File: src/rtl/ser_pkg.sv
package ser_pkg;
  localparam logic [1:0] ADR_CFG = 2'd0;
  localparam logic [1:0] ADR_TXD = 2'd1;
  localparam logic [1:0] ADR_RXD = 2'd2;

  // scale factor applied to the base divide for each rate code
  function automatic int unsigned rate_mult(input logic [1:0] code);
    case (code)
      2'b00:   return 1;
      2'b01:   return 2;
      2'b10:   return 4;
      default: return 16;
    endcase
  endfunction

  typedef enum logic [2:0] {RX_IDLE, RX_START, RX_DATA, RX_STOP, RX_WAITHI} rx_state_t;
endpackage

File: src/rtl/ser_baud_gen.sv
module ser_baud_gen #(
  parameter int unsigned BASE_DIV = 4
) (
  input  logic       clk,
  input  logic       rst,
  input  logic [1:0] rate,
  output logic       tick
);
  localparam int unsigned MAXLIM = BASE_DIV * 16;
  localparam int unsigned CW = $clog2(MAXLIM + 1);

  logic [CW-1:0] cnt_q;
  logic [CW-1:0] lim;

  always_comb lim = CW'(BASE_DIV * ser_pkg::rate_mult(rate) - 1);

  always_ff @(posedge clk) begin
    if (rst) begin
      cnt_q <= '0;
      tick  <= 1'b0;
    end else if (cnt_q >= lim) begin
      cnt_q <= '0;
      tick  <= 1'b1;
    end else begin
      cnt_q <= cnt_q + 1'b1;
      tick  <= 1'b0;
    end
  end
endmodule

File: src/rtl/ser_tx.sv
module ser_tx #(
  parameter int unsigned DW = 8
) (
  input  logic          clk,
  input  logic          rst,
  input  logic          en,
  input  logic          tick,
  input  logic          pend,
  input  logic [DW-1:0] din,
  output logic          ack,
  output logic          line
);
  localparam int unsigned BW = $clog2(DW + 2);

  logic          busy_q;
  logic [DW:0]   sh_q;
  logic [3:0]    sub_q;
  logic [BW-1:0] bit_q;

  always_ff @(posedge clk) begin
    if (rst || !en) begin
      busy_q <= 1'b0;
      line   <= 1'b1;
      ack    <= 1'b0;
      sh_q   <= '1;
      sub_q  <= '0;
      bit_q  <= '0;
    end else begin
      ack <= 1'b0;
      if (!busy_q) begin
        if (pend) begin
          sh_q   <= {1'b1, din};
          line   <= 1'b0;
          busy_q <= 1'b1;
          ack    <= 1'b1;
          sub_q  <= '0;
          bit_q  <= '0;
        end
      end else if (tick) begin
        sub_q <= sub_q + 1'b1;
        if (sub_q == 4'd15) begin
          if (bit_q == BW'(DW + 1)) begin
            busy_q <= 1'b0;
            line   <= 1'b1;
          end else begin
            line  <= sh_q[0];
            sh_q  <= {1'b1, sh_q[DW:1]};
            bit_q <= bit_q + 1'b1;
          end
        end
      end
    end
  end
endmodule

File: src/rtl/ser_rx.sv
module ser_rx #(
  parameter int unsigned DW = 8
) (
  input  logic          clk,
  input  logic          rst,
  input  logic          en,
  input  logic          tick,
  input  logic          pin,
  output logic          done,
  output logic          ferr,
  output logic [DW-1:0] dout
);
  import ser_pkg::*;
  localparam int unsigned BW = $clog2(DW + 1);

  logic [1:0]    sync_q;
  logic          line;
  rx_state_t     st_q;
  logic [3:0]    sub_q;
  logic [BW-1:0] bit_q;

  assign line = sync_q[1];

  always_ff @(posedge clk) begin
    if (rst) sync_q <= 2'b11;
    else     sync_q <= {sync_q[0], pin};
  end

  always_ff @(posedge clk) begin
    if (rst || !en) begin
      st_q  <= RX_IDLE;
      done  <= 1'b0;
      ferr  <= 1'b0;
      dout  <= '0;
      sub_q <= '0;
      bit_q <= '0;
    end else begin
      done <= 1'b0;
      case (st_q)
        RX_IDLE: if (tick && !line) begin
          st_q  <= RX_START;
          sub_q <= '0;
        end
        RX_START: if (tick) begin
          if (sub_q == 4'd7) begin
            st_q  <= line ? RX_IDLE : RX_DATA;
            sub_q <= '0;
            bit_q <= '0;
          end else sub_q <= sub_q + 1'b1;
        end
        RX_DATA: if (tick) begin
          if (sub_q == 4'd15) begin
            sub_q <= '0;
            dout  <= {line, dout[DW-1:1]};
            if (bit_q == BW'(DW - 1)) st_q <= RX_STOP;
            else                      bit_q <= bit_q + 1'b1;
          end else sub_q <= sub_q + 1'b1;
        end
        RX_STOP: if (tick) begin
          if (sub_q == 4'd15) begin
            done <= 1'b1;
            ferr <= !line;
            st_q <= RX_WAITHI;
          end else sub_q <= sub_q + 1'b1;
        end
        default: if (line) st_q <= RX_IDLE;
      endcase
    end
  end
endmodule

File: src/rtl/ser_port_xcvr.sv
module ser_port_xcvr #(
  parameter int unsigned BASE_DIV = 4,
  parameter int unsigned DW = 8
) (
  input  logic          clk,
  input  logic          rst,
  input  logic          wr_en,
  input  logic          rd_en,
  input  logic [1:0]    addr,
  input  logic [DW-1:0] wdata,
  output logic [DW-1:0] rdata,
  input  logic          tr_in,
  output logic          tl_out,
  output logic          rx_mode,
  output logic          tx_mode,
  input  logic          hl_par_n,
  output logic          hl_n
);
  import ser_pkg::*;

  logic [4:0]    cfg_q;
  logic [DW-1:0] txbuf_q, rxbuf_q;
  logic          tx_full, rx_ready, rx_err, strobe_q;
  logic          tick, tx_ack, rx_done, rx_ferr;
  logic [DW-1:0] rx_byte;

  assign tx_mode = cfg_q[1];
  assign rx_mode = cfg_q[2];
  assign hl_n    = hl_par_n & ~strobe_q;

  ser_baud_gen #(.BASE_DIV(BASE_DIV)) i_baud (
    .clk(clk), .rst(rst), .rate(cfg_q[4:3]), .tick(tick)
  );

  ser_tx #(.DW(DW)) i_tx (
    .clk(clk), .rst(rst), .en(cfg_q[1]), .tick(tick), .pend(tx_full),
    .din(txbuf_q), .ack(tx_ack), .line(tl_out)
  );

  ser_rx #(.DW(DW)) i_rx (
    .clk(clk), .rst(rst), .en(cfg_q[2]), .tick(tick), .pin(tr_in),
    .done(rx_done), .ferr(rx_ferr), .dout(rx_byte)
  );

  always_ff @(posedge clk) begin
    if (rst) begin
      cfg_q    <= '0;
      txbuf_q  <= '0;
      rxbuf_q  <= '0;
      tx_full  <= 1'b0;
      rx_ready <= 1'b0;
      rx_err   <= 1'b0;
      strobe_q <= 1'b0;
      rdata    <= '0;
    end else begin
      if (wr_en && addr == ADR_CFG) cfg_q <= wdata[7:3];

      if (wr_en && addr == ADR_TXD) begin
        txbuf_q <= wdata;
        tx_full <= 1'b1;
      end else if (tx_ack) tx_full <= 1'b0;

      strobe_q <= rx_done & cfg_q[0];
      if (rx_done) begin
        rxbuf_q  <= rx_byte;
        rx_ready <= 1'b1;
        rx_err   <= rx_ferr;
      end else if (rd_en && addr == ADR_RXD) begin
        rx_ready <= 1'b0;
        rx_err   <= 1'b0;
      end

      if (rd_en) begin
        case (addr)
          ADR_CFG: rdata <= {cfg_q, rx_err, rx_ready, tx_full};
          ADR_RXD: rdata <= rxbuf_q;
          default: rdata <= '0;
        endcase
      end
    end
  end
endmodule

File: config.mk
export PLATFORM = sky130hd
export DESIGN_NAME = ser_port_xcvr
export DESIGN_NICKNAME = d
export VERILOG_FILES = /design/src/rtl/ser_pkg.sv /design/src/rtl/ser_baud_gen.sv /design/src/rtl/ser_tx.sv /design/src/rtl/ser_rx.sv /design/src/rtl/ser_port_xcvr.sv
export SDC_FILE = /design/constraint.sdc
export NUM_CORES = 1
export LEC_CHECK = 0
export ABC_AREA = 0
export BUFFER_PORTS_ARGS = -buffer_cell sky130_fd_sc_hd__buf_4
export CAP_MARGIN = 20
export CORE_AREA = 2 2 101 103
export DETAILED_ROUTE_END_ITERATION = 12
export DIE_AREA = 0 0 103 105
export GPL_TIMING_DRIVEN = 1
export HOLD_SLACK_MARGIN = 0.12
export MAX_ROUTING_LAYER = met4
export SLEW_MARGIN = 15
export SYNTH_ARGS = -nofsm -noshare
export SYNTH_HDL_FRONTEND = slang
export SYNTH_SLANG_ARGS = --single-unit
File: constraint.sdc
create_clock -name clk -period 1.77 [get_ports clk]
set_input_delay 0.354 -clock clk [delete_from_list [all_inputs] [get_ports clk]]
set_output_delay 0.354 -clock clk [all_outputs]
set_load 0.05 [all_outputs]
==> impl_metrics.yaml <==
synth:
  avgSynthCellArea_um2: 9.495
  syn_inst: 399
  yosysSeqAreaShare_pct: 43.86
  synthTopCellsByCount: "dfxtp_1, nor2_1, mux2i_1"
  synth_edf_count: 0
  yosys.area.top_type: "dfxtp_1"
  synth.most_common_cell: "dfxtp_1"
  synth_area_leaders: "dfxtp_1, mux2i_1, nor2_1"
  ys.flop_type: "dfxtp_1"
  netlist_area_mm2: 0.003789
  ys_warn_count: 0
  synth_nets: 426
  ys_types: 55
  synth_seq_cells: 83
  synthArstFlopShare_pct: 0
  synth_top_area_share_pct: 43.86
job:
  maxCapViolCount: 0
global_routing:
  grt_max_degree: 26
  grt_usage_pct: 14.87
  antenna_found_initial: 0
  grt_pass1_wl_mm: 12.59
  grt_pass1_vias: 2674
  grt_overflow: 0
sta:
  final-max-slew-violation-count: 0
  finalSetupTns_ns: 0
  skew_ns: 0.01302
  max_freq_mhz: 613.0
  fin_crit_ns: 1.631
  setup_viol: 0
  tightest_slew_ns: 0.6242
  slew-limit-headroom_pct: 58.33
  period_share_pct: 92.17
  final-hold-violation-count: 0
die:
  die_h_um: 105
  die_area_mm2: 0.01082
  num_io_pins: 28
  core_area_mm2: 0.009639
  die_w_um: 103
  rows: 36
  start_util_pct: 39.30
finish:
  antenna_cells: 0
  fin_nets: 457
  fin_area_mm2: 0.004429
  nFillCells: 964
  drive_gt1_share_pct: 20.92
  syn2layout_area_growth_pct: 16.91
clock_network:
  cts_sinks: 83
  cts_max_level: 3
  cts_tree: "yes"
  cts.path.max_buffers: 2
  cts_root_buf: "clkbuf_8"
  post_cts_buffers: 0
  cts_buffers: 9
  clock_latency_ns: 0.35
  cts.clk_slew.worst_paths_ns: 0.09
detailed_routing:
  routed_wl_mm: 7.451
  avgRoutedWirePerCell_um: 13.12
  first_iter_violations: 92
  drtAntennaViolNets: 0
  avgViaCountPerCell: 4.988
  vias: 2833
  drcViolationCount: 0
  dr.pass1.iters: 4
critical_path:
  cp_top_family: "flip-flops"
  startpoint_type: "flop"
  setup.worst_path.class: "reg -> reg"
  critical_path.max_fanout: 4
  cp_num_buf_inv: 0
  critPathMaxStageDelay_ns: 0.38
  critPathArrivalTime_ns: 1.87
  cp.required_ns: 2.01
  cp-end-kind: "flop"
  path_cells: "ha_1, nand3_2, o31ai_4, nand4_1, mux2_1"
  critPathSlowestCell: "dfxtp_1"
placed_design:
  place_area_mm2: 0.004163
  hpwl_mm: 5.241
  numPortBuffers: 27
  gp_congestion: 0.7931
power_and_ir_drop:
  ir_drop_v: 0.0004485
  power_density_mw_per_mm2: 860.6
  leakagePower_nw: 1.696
hold_path:
  hold_path_class: "in -> reg"
outcome:
  status: "finished clean"
[layer usage]
metal,GRT usage (%),wire length (um)
met1,20.46,3819
met2,21.66,3314
met3,2.408,226
met4,5.921,91
met5,-,0
[worst reg2reg max path: stages, from the launching register on]
cell	delay (ns)
dfxtp_1	0.38
ha_1	0.20
nand3_2	0.13
o31ai_4	0.33
nand4_1	0.16
mux2_1	0.32
[power by group]
part | switching, mW | leakage, nW | internal, mW | total, mW
clock | 0.721 | 0.120 | 0.950 | 1.67
sequential | 0.0272 | 0.671 | 1.89 | 1.92
combinational | 0.119 | 0.905 | 0.102 | 0.222
[area by class of cell]
| type | instances | area (um^2) | share of cell area, % |
|---|---|---|---|
| clock buffers | 9 | 123.9 | 2.797 |
| clock inverters | 7 | 123.9 | 2.797 |
| repair buffers | 43 | 326.6 | 7.373 |
| flip-flops and latches | 83 | 1662 | 37.51 |
| multi-input cells | 288 | 2008 | 45.34 |
| inverters | 5 | 18.77 | 0.4237 |
| well taps | 133 | 166.4 | 3.757 |
[state kept, by name (all words and copies together), names as in the netlist, 2 cells and up]
name / cells
cfg_q: 5
i_baud.cnt_q: 7
i_rx.bit_q: 4
i_rx.dout: 8
i_rx.st_q: 3
i_rx.sub_q: 4
i_rx.sync_q: 2
i_tx.bit_q: 4
i_tx.sh_q: 8
i_tx.sub_q: 4
rdata: 8
rxbuf_q: 8
txbuf_q: 8
[through the flow]
stage | std cells | worst slack, ns | util (%) | power, mW | hold slack, ns
2_1_floorplan | 399 | 0.1643 | - | 2.104 | 0.3895
3_3_place_gp | 552 | 0.08126 | 43.19 | 2.179 | 0.4024
3_5_place_dp | 552 | 0.02003 | 43.19 | 2.183 | 0.4120
4_1_cts | 568 | 0.006817 | 45.76 | 3.844 | 0.1820
5_1_grt | 568 | -0.05511 | 45.95 | 3.950 | 0.1887
6_report | 568 | 0.1386 | 45.95 | 3.812 | 0.1893
[timing repair]
action / 4_1_cts / 5_1_grt
hold endpoints to repair: 0 / 0
gates resized for setup: 0 / 4
setup endpoints to repair: 0 / 22
hold buffers: 0 / 0
[path summary, 6_finish.rpt]
check                           cells after the start  slack [ns]                        from                    endpoint
worst max-delay path                                5        0.14  i_tx.sub_q[0]$_SDFFE_PP0P_  i_tx.bit_q[3]$_SDFFE_PP0P_
worst min register to register                      1        0.44   i_rx.sync_q[0]$_SDFF_PP1_   i_rx.sync_q[1]$_SDFF_PP1_
worst min-delay path                                2        0.19                       tr_in   i_rx.sync_q[0]$_SDFF_PP1_
worst max register to register                      5        0.14  i_tx.sub_q[0]$_SDFFE_PP0P_  i_tx.bit_q[3]$_SDFFE_PP0P_
[placed cells by master (no fill, tap or decap), drive strengths merged, types with 3 or more instances in the layout]
cell type / n
mux2: 15
nand3b: 6
o31ai: 3
clkbuf: 9
nor3b: 3
a21oi: 24
inv: 7
nand2b: 6
nor2b: 15
nor2: 56
nand2: 25
nand4: 3
mux2i: 42
and3: 4
dfxtp: 83
nor3: 10
buf: 43
bufinv: 3
nand3: 17
xor2: 4
o211ai: 5
ha: 11
o21ai: 6
or3: 3
a211oi: 3
nor4b: 4
[kinds of logic after synthesis]
kind of cell             Yosys count  share of synthesized area, %
AO/OA/AOI/OAI                     55                         10.01
XOR/XNOR                           5                         1.156
adder cells (fa/ha/maj)           11                         3.633
buffers and inverters             28                         3.534
flip-flops                        83                         43.86
multiplexers                      57                         15.55
other                              1                       0.09898
AND/OR/NAND/NOR                  159                         22.16
No activity file was read; power rests on OpenSTA's default activity.
